`src/rtl/sync_period_pkg.sv`:
```
package sync_period_pkg;
  localparam int unsigned SEL_W = 4;
  typedef logic [SEL_W-1:0] period_t;
endpackage

```
`src/rtl/line_sampler.sv`:
```
module line_sampler (
  input  logic clk,
  input  logic rst_n,
  input  logic line_in,
  output logic line_fall
);
  logic meta_q, meta_d;
  logic stab_q, stab_d;
  logic prev_q, prev_d;

  always_comb begin
    meta_d = line_in;
    stab_d = meta_q;
    prev_d = stab_q;
  end

  always_ff @(posedge clk or negedge rst_n) begin
    if (!rst_n) begin
      meta_q <= 1'b1;
      stab_q <= 1'b1;
      prev_q <= 1'b1;
    end else begin
      meta_q <= meta_d;
      stab_q <= stab_d;
      prev_q <= prev_d;
    end
  end

  assign line_fall = prev_q & ~stab_q;

  AST_FALL_ONE_CYCLE: assert property (@(posedge clk) disable iff (!rst_n)
    line_fall |=> !line_fall);
endmodule

```
`src/rtl/sec_counter.sv`:
```
module sec_counter
  import sync_period_pkg::*;
(
  input  logic    clk,
  input  logic    rst_n,
  input  logic    active,
  input  logic    sec_tick,
  input  period_t period_sel,
  input  logic    restart,
  output logic    period_end
);
  period_t cnt_q, cnt_d;

  assign period_end = active & sec_tick & (cnt_q >= period_sel);

  always_comb begin
    cnt_d = cnt_q;
    if (!active || restart || period_end) begin
      cnt_d = '0;
    end else if (sec_tick) begin
      cnt_d = cnt_q + period_t'(1);
    end
  end

  always_ff @(posedge clk or negedge rst_n) begin
    if (!rst_n) begin
      cnt_q <= '0;
    end else begin
      cnt_q <= cnt_d;
    end
  end

  AST_RESTART_CLEARS: assert property (@(posedge clk) disable iff (!rst_n)
    restart |=> cnt_q == '0);

  AST_END_ON_TICK: assert property (@(posedge clk) disable iff (!rst_n)
    period_end |-> (sec_tick && period_sel != '0));
endmodule

```
`src/rtl/pull_driver.sv`:
```
module pull_driver #(
  parameter int unsigned PULSE_CYC = 4
) (
  input  logic clk,
  input  logic rst_n,
  input  logic active,
  input  logic start,
  output logic pull
);
  localparam int unsigned W = $clog2(PULSE_CYC + 1);

  logic [W-1:0] left_q, left_d;

  always_comb begin
    left_d = left_q;
    if (!active) begin
      left_d = '0;
    end else if (start && left_q == '0) begin
      left_d = W'(PULSE_CYC);
    end else if (left_q != '0) begin
      left_d = left_q - W'(1);
    end
  end

  always_ff @(posedge clk or negedge rst_n) begin
    if (!rst_n) begin
      left_q <= '0;
    end else begin
      left_q <= left_d;
    end
  end

  assign pull = (left_q != '0);

  AST_PULL_HOLDS: assert property (@(posedge clk) disable iff (!rst_n)
    (pull && active && left_q != W'(1)) |=> pull);

  AST_OFF_RELEASES: assert property (@(posedge clk) disable iff (!rst_n)
    !active |=> !pull);
endmodule

```
`src/rtl/sync_period_gen.sv`:
```
module sync_period_gen
  import sync_period_pkg::*;
#(
  parameter int unsigned PULSE_CYC = 4
) (
  input  logic       clk,
  input  logic       rst_n,
  input  logic       sec_tick,
  input  logic       sync_en,
  input  logic [3:0] period_sel,
  input  logic       line_in,
  output logic       line_pull,
  output logic       resync
);
  logic active;
  logic line_fall;
  logic period_end;

  assign active = sync_en & (|period_sel);

  line_sampler u_sampler (
    .clk       (clk),
    .rst_n     (rst_n),
    .line_in   (line_in),
    .line_fall (line_fall)
  );

  assign resync = active & line_fall;

  sec_counter u_counter (
    .clk        (clk),
    .rst_n      (rst_n),
    .active     (active),
    .sec_tick   (sec_tick),
    .period_sel (period_t'(period_sel)),
    .restart    (resync),
    .period_end (period_end)
  );

  pull_driver #(.PULSE_CYC(PULSE_CYC)) u_driver (
    .clk    (clk),
    .rst_n  (rst_n),
    .active (active),
    .start  (period_end),
    .pull   (line_pull)
  );

  AST_OFF_NO_RESYNC: assert property (@(posedge clk) disable iff (!rst_n)
    (!sync_en || period_sel == 4'd0) |-> !resync);
endmodule

```
`config.mk`:
```
export PLATFORM = sky130hd
export DESIGN_NAME = sync_period_gen
export DESIGN_NICKNAME = d
export VERILOG_FILES = /design/src/rtl/sync_period_pkg.sv /design/src/rtl/line_sampler.sv /design/src/rtl/sec_counter.sv /design/src/rtl/pull_driver.sv /design/src/rtl/sync_period_gen.sv
export SDC_FILE = /design/constraint.sdc
export NUM_CORES = 1
export LEC_CHECK = 0
export ABC_AREA = 1
export BUFFER_PORTS_ARGS = -buffer_cell sky130_fd_sc_hd__buf_2
export CAP_MARGIN = 20
export CORE_MARGIN = 5
export CORE_UTILIZATION = 30
export DETAILED_ROUTE_END_ITERATION = 8
export SLEW_MARGIN = 5
export SYNTH_ARGS = -nofsm -noshare
export SYNTH_HDL_FRONTEND = slang
export SYNTH_SLANG_ARGS = --single-unit
```
`constraint.sdc`:
```
create_clock -name clk -period 1.6 [get_ports clk]
set_input_delay 0.32 -clock clk [delete_from_list [all_inputs] [get_ports clk]]
set_output_delay 0.32 -clock clk [all_outputs]
set_load 0.05 [all_outputs]
```
After elaboration in Yosys (flattened, before gate mapping)
Cells that the tools add are included.
W data, S select, Z words.
Word-level totals
  bits in registers: 10
  latch bits: 0
  bits in writable memories: 0
  bits in read-only memories: 0
  input port bits: 9
  output and inout port bits: 2
  logic and storage cells: 28
  memories: 0
Cells by class
  add/sub/neg operators: 2
  multiply operators: 0
  divide/modulo/power cells: 0
  order comparisons: 1
  equality and inequality tests: 1
  shift operators: 0
  multiplexer cells: 5
  bitwise operators: 6
  reductions and logical operators: 8
Operators with widths (count)
  $mux W3: 3
  $mux W4: 2
  $and A1 B1 Y1: 5
  $add A4 B1 Y4 const B: 1
  $ge A4 B4 Y1: 1
  $reduce_or A4 Y1: 1
  $logic_not A3 Y1: 1
  $ne A3 B2 Y1 const B: 1
  $reduce_bool A3 Y1: 1
  $sub A3 B1 Y3 const B: 1
  $logic_or A1 B1 Y1: 2
  $reduce_bool A2 Y1: 1
  $logic_and A1 B1 Y1: 1
  $logic_not A1 Y1: 1
  $not A1 Y1: 1

Longest topological paths before layout
Gate-level depths: netlist of the first run.
  depth in word-level cells: 7
  depth in mapped cells: 10
  gate-level depth less buffers: 10

By module
A second synthesis of the first run with hierarchy kept.
Second synthesis, totals
  cells, all modules: 87
  area, all modules: 648.1 sq um
Modules (own cells, without submodules)
  sec_counter: times used 1, cells each 47, area an instance 335.3 sq um, sequential area each 100.1 sq um
  pull_driver: times used 1, cells each 28, area an instance 197.7 sq um, sequential area each 75.1 sq um
  line_sampler: times used 1, cells each 5, area an instance 88.8 sq um, sequential area each 78.8 sq um
  sync_period_gen: times used 1, cells each 7, area an instance 26.3 sq um, sequential area each 0.0 sq um

Worst setup path after synthesis of the first run
Ideal clock, no wire load.
  kind: register -> output
  from: register u_sampler.prev_q
  to: output resync
  arrival time: 1.229 ns
  required time: 1.280 ns
  setup slack: 0.051 ns
  cell stages (with the launch flop): 3
  path buffers: 0
  cells stage by stage: dfstp_2 nand2_1 nor2_1
On the way
  word-level cells in the longest chain between the ends: 2
Ends and longest elaborated chain
  start: declaration: line line_sampler.sv:9  | logic prev_q, prev_d;
  start signal: assignment: line line_sampler.sv:25  | prev_q <= prev_d;
  $and A1 B1 Y1: line line_sampler.sv:29  | assign line_fall = prev_q & ~stab_q;
  $and A1 B1 Y1: line sync_period_gen.sv:28  | assign resync = active & line_fall;
  end: declaration: line sync_period_gen.sv:13  | output logic resync
Every way passes these cells.

Worst setup path after layout of the first run
  from: register u_driver.left_q[0]
  to: output line_pull
On the way
  word-level cells in the longest chain between the ends: 1
Ends and longest elaborated chain
  start: declaration: line pull_driver.sv:12  | logic [W-1:0] left_q, left_d;
  start signal: assignment: line pull_driver.sv:29  | left_q <= left_d;
  $reduce_bool A3 Y1: line pull_driver.sv:33  | assign pull = (left_q != '0);
  end: declaration: line sync_period_gen.sv:12  | output logic line_pull,
Every way passes these cells.

==> flow_summary.toml, run 1 <==
[status]
status = "completed"

[logic_synthesis]
synth_top_area_cell = "dfrtp_1"
ys_types = 15
synthCells = 74
yosysSeqAreaShare = 0.420
synthFlopType = "dfrtp_1"
ys_top_cells_by_count = "inv_1, nand2_1, nor2_1"
yosysMostFrequentCell = "inv_1"
synth_top_area_frac = 0.290
yosys_warnings = 0
synth_seq_cells = 10
syn_nets = 90
synth_edf_count = 0
ys_async_sr_fraction = 1.00
synthTopCellsByArea = "dfrtp_1, ha_1, dfstp_2, inv_1, nand3_1"
avgSynthCellArea_um2 = 8.17
syn-cell-area_um2 = 604

[critical_path]
required_ps = 1280
slowest_stage = "dfrtp_1"
rrSetupSlack_ps = 220
critPathMostFrequentCell = "inv_2"
cp.arrival_ps = 1240
path_class = "reg -> out"
crit_path_max_fanout = 3
cp-start-kind = "register"
path_cells = "inv_2 > ha_4 > inv_1 > nor2_1 > inv_2 > buf_8"
slowest_delay_ps = 400
end_kind = "primary output"

[clock_network]
clock_path_buffers = 2
cts.sinks = 10
cts_buffers = 3
tritoncts = "built"
clk_pin_slew_ps = 70
htreeDepth = 1
cts-root-buf = "clkbuf_4"
clkLatencyLatePin_ps = 260

[drt]
drtAntennaViolNets = 0
post_drt_wl_per_cell_um = 10.0
vias_per_cell = 4.39
drc_errors = 0
vias = 518
wl_um = 1180
drtPass1Iterations = 4
drtIter0Drc = 15

[power_and_ir_drop]
peakVddDrop_uv = 727
leakagePower_nw = 0.425
p_per_area_mw_per_mm2 = 1340
finalPower_w = 0.00104

[sta]
period_share = 0.975
hold_viol = 0
skew_ps = 0.494
layout_min_cycle_time_ps = 1560
slew_viol_final = 0
hold-worst-slack_ps = 147
max_freq_mhz = 641
setup_viol = 0
relSlewSlack = 0.807
tightest_slew_ps = 289
setup_slack_ps = 39.4

[global_route]
grt_max_degree = 11
grt_pass1_wl_um = 1730
grt_pass1_vias = 427
track_usage = 0.0832
antenna_found_initial = 0
overflow = 0

[final_layout]
drive_gt1_frac = 0.297
n_antenna_cell = 0
syn2layout_area_growth_pct = 28.2
num-nets-final = 108

[flow_run]
cap_violations = 0

[floorplan]
ios = 11
start_util = 0.311
die_width_um = 54.9
fp.dieH_um = 54.9
rows = 16
dieArea_mm2 = 0.00301
coreArea_mm2 = 0.00194

[place]
port_buffers = 10
gp_congestion = 0.690
dp.final_hpwl_um = 872
place_ws_ps = 178

[min_path]
hold_class = "in -> reg"
==> layout by cell type (no fill, tap or decap) <==
| master | n |
|---|---|
| xnor2_1 | 1 |
| dfstp_2 | 3 |
| nor2_1 | 9 |
| nand2_2 | 2 |
| nor2_2 | 1 |
| nand3_1 | 8 |
| nand4_1 | 4 |
| buf_4 | 2 |
| buf_2 | 8 |
| o22ai_1 | 1 |
| inv_1 | 12 |
| clkbuf_8 | 1 |
| ha_1 | 6 |
| inv_2 | 3 |
| buf_8 | 1 |
| o21ai_1 | 2 |
| dfrtp_1 | 7 |
| clkbuf_4 | 4 |
| nand2_4 | 1 |
| dlygate4sd3_1 | 1 |
| nand2_1 | 10 |
| ha_4 | 1 |
| a21oi_1 | 3 |
==> routing by layer <==
layer	share of wire	wire length, um	up-vias	global-route usage
li1	-	-	273	-
met1	0.46	547	233	0.106
met5	0	0	-	0
met3	0.050	59	2	0.0163
met2	0.48	571	10	0.122
met4	0.0042	5	0	0.0622
==> sequential cells by signal, summed over array words and instances (netlist names) <==
| register | count |
|---|---|
| u_sampler.prev_q | 1 |
| u_sampler.prev_d | 1 |
| u_sampler.meta_q | 1 |
| u_counter.cnt_q | 4 |
| u_driver.left_q | 3 |
==> worst max-delay path: cells and delay by family (launching register included) <==
family	cells	cell delay, ps
AND/OR/NAND/NOR	1	110
adder cells (fa/ha/maj)	1	120
buffers and inverters	4	330
flip-flops	1	400
==> area by class of cell <==
class,instances,area (um2)
clock buffers,4,36.3
multi-input cells,49,307
fillers,214,1170
inverters,15,56.3
repair buffers,13,87.6
flip-flops and latches,10,254
well taps,27,33.8
==> path summary, 6_finish.rpt <==
kind | start | endpoint | cells after the start
setup / recovery | u_driver.left_q[0] | line_pull | 6
hold / removal | line_in | u_sampler.meta_q | 1
hold reg to reg | u_sampler.meta_q | u_sampler.prev_d | 0
min in group asynchronous | rst_n | u_counter.cnt_q[0] | 2
max in group asynchronous | rst_n | u_sampler.prev_q | 2
setup reg to reg | u_counter.cnt_q[1] | u_counter.cnt_q[2] | 8
==> metrics by stage <==
stage / instances / util / instance area [um2] / setup TNS [ps]
floorplan: 74 / - / 604 / 0
global placement: 111 / 0.354 / 688 / 0
detailed placement: 111 / 0.354 / 688 / 0
CTS: 116 / 0.381 / 741 / 0
global route: 118 / 0.399 / 774 / -15.7
finish: 118 / 0.399 / 774 / 0
==> power by group <==
part / switching (W) / leakage (nW) / internal [W]
Sequential: 0.0000288 / 0.126 / 0.000296
Clock: 0.0000917 / 0.0210 / 0.000138
Combinational: 0.000271 / 0.277 / 0.000211
==> timing repair <==
action                     4_1_cts  5_1_grt
pin swaps                        0        1
hold buffers                     1        0
cloned                           0        0
setup endpoints to repair        1        2
setup buffers                    0        2
hold endpoints to repair         7        0
resized for setup                2        7
==> kinds of logic after synthesis <==
group | Yosys count | share of synthesized area
xor+xnor | 1 | 0.0145
compound gates | 6 | 0.0518
flops | 10 | 0.420
simple gates | 35 | 0.275
fa+ha+maj | 7 | 0.145
buf+inv | 15 | 0.0932
Note: power is estimated with default switching activity, not from simulation.
==> inputs of run 2 (changes only) <==
--- a/config.mk
+++ b/config.mk
@@ -11,6 +11,7 @@
 export CORE_MARGIN = 5
 export CORE_UTILIZATION = 30
 export DETAILED_ROUTE_END_ITERATION = 8
+export PLACE_DENSITY = 0.54
 export SLEW_MARGIN = 5
 export SYNTH_ARGS = -nofsm -noshare
 export SYNTH_HDL_FRONTEND = slang
==> run 2 against run 1 <==
Compared with the run above:
- count of clock-buffer cells in the layout stayed put
- power shrank 12%
- first-iteration DRC count down 20%
- sequential power barely moved
- core utilization is 1.7 points lower
==> flow_summary.toml, run 2 (same netlist as run 1, synthesis figures left out) <==
[power_and_ir_drop]
p_per_area_mw_per_mm2 = 1230
peakVddDrop_uv = 606
leakagePower_nw = 0.414
finalPower_w = 0.000914

[drt]
top_layer_used = "met4"
met1_length_um = 527
wl_um = 1070
post_drt_wl_per_cell_um = 9.24
vias = 505
drtPass1Iterations = 4
drtIter0Drc = 12
drc_errors = 0
vias_per_cell = 4.35
wl_met2_um = 476
drtAntennaViolNets = 0
dr_wl_met3_um = 59

[final_layout]
drive_gt1_frac = 0.270
fin_util = 0.381
fillerInstances = 208
num-nets-final = 106
largest_reg_flops = 4
n_antenna_cell = 0
final_cell_mix = "inv_1, nand2_1, nor2_1, buf_2, nand3_1"
layout_commonest_cell = "inv_1"
top_register = "u_counter.cnt_q"
syn2layout_area_growth_pct = 22.6
top_regs = "u_counter.cnt_q x4, u_driver.left_q x3"
final_area_um2 = 741

[floorplan]
ios = 11
start_util = 0.311
coreArea_mm2 = 0.00194
die_width_um = 54.9
dieArea_mm2 = 0.00301
rows = 16
fp.dieH_um = 54.9

[clock_network]
htreeDepth = 1
tritoncts = "built"
clk_pin_slew_ps = 70
cts-root-buf = "clkbuf_4"
clock_path_buffers = 2
cts.sinks = 10
clkLatencyLatePin_ps = 260
cts_buffers = 3

[sta]
slew_viol_final = 0
setup_viol = 0
layout_min_cycle_time_ps = 1530
setup_slack_ps = 66.8
period_share = 0.958
hold_viol = 0
tns_ps = 0
skew_ps = 4.66
relSlewSlack = 0.818
tightest_slew_ps = 272
max_freq_mhz = 652
rsz0062_at_grt = "false"

[critical_path]
crit_path_max_fanout = 4
slowest_stage = "dfrtp_1"
required_ps = 1280
timing.rr.start = "u_counter.cnt_q[1]"
path_class = "reg -> out"
end_kind = "primary output"
crit_path_start = "u_driver.left_q[0]"
rrSetupSlack_ps = 260
cp-start-kind = "register"
critPathMostFrequentCell = "inv_2"
cp.arrival_ps = 1210
reg2reg_depth = 8
slowest_delay_ps = 400
endpoint = "line_pull"
path_cells = "inv_2 > ha_1 > inv_1 > nor2_1 > inv_2 > buf_6"
reg2reg_to = "u_counter.cnt_q[3]"

[place]
dpl_cell_area_um2 = 688
port_buffers = 10
dp.final_hpwl_um = 869
place_ws_ps = 182
gp_congestion = 0.699

[global_route]
grt_max_degree = 11
antenna_found_initial = 0
track_usage = 0.0884
grt_pass1_vias = 449
overflow = 0
grt_pass1_wl_um = 1840

[min_path]
hold_class = "in -> reg"

[flow_run]
cap_violations = 0

[status]
status = "completed"
==> run 2: cell types whose count changed in the layout (fill, tap and decap cells not counted) <==
cell | before | now
buf_2 | 8 | 9
buf_4 | 2 | 0
buf_8 | 1 | 0
ha_4 | 1 | 0
ha_1 | 6 | 7
clkbuf_4 | 4 | 3
buf_6 | 0 | 1
==> run 2: metal layers <==
layer / vias to the layer above / track usage
li1: 268 / -
met1: 223 / 0.113
met2: 12 / 0.132
met3: 2 / 0.0163
met4: 0 / 0.0622
met5: - / 0
==> run 2: worst max-delay path: cells and delay by family, from the launching register on <==
family                   cells  cell delay (ps)
flip-flops                   1              400
buffers and inverters        4              320
adder cells (fa/ha/maj)      1              130
AND/OR/NAND/NOR              1              100
==> run 2: area by class of cell <==
class | count | area, um2 | share of cell area
flip-flops and latches | 10 | 254 | 0.343
inverters | 15 | 56.3 | 0.0760
well taps | 27 | 33.8 | 0.0456
multi-input cells | 49 | 294 | 0.397
clock buffers | 4 | 36.3 | 0.0490
repair buffers | 11 | 66.3 | 0.0895
==> run 2: through the flow <==
| stage | cells | hold WS [ps] |
|---|---|---|
| after floorplan | 74 | 24.4 |
| after global placement | 111 | 193 |
| after detailed placement | 111 | 198 |
| after CTS | 116 | 149 |
| after global routing | 116 | 145 |
| final | 116 | 158 |
==> run 2: worst min path at each step <==
stage                         end  slack, ps    start  cells after the start
5_1_grt          u_sampler.meta_q        140  line_in                      1
3_5_place_dp   u_counter.cnt_q[0]        200    rst_n                      1
3_3_place_gp   u_counter.cnt_q[0]        190    rst_n                      1
6_report         u_sampler.meta_q        160  line_in                      1
4_1_cts          u_sampler.meta_q        150  line_in                      1
2_1_floorplan  u_counter.cnt_q[0]         20    rst_n                      0
==> run 2: report_power, final <==
| part | leakage, nW | switching, W | internal (W) |
|---|---|---|---|
| sequential | 0.126 | 0.0000277 | 0.000296 |
| combinational | 0.267 | 0.000227 | 0.000139 |
| clock | 0.0210 | 0.0000871 | 0.000138 |
==> run 2: timing repair <==
| action | CTS | global route |
|---|---|---|
| setup buffers | 0 | 0 |
| hold endpoints to repair | 7 | 0 |
| hold buffers | 1 | 0 |
| resized for setup | 1 | 4 |
| setup endpoints to repair | 1 | 1 |
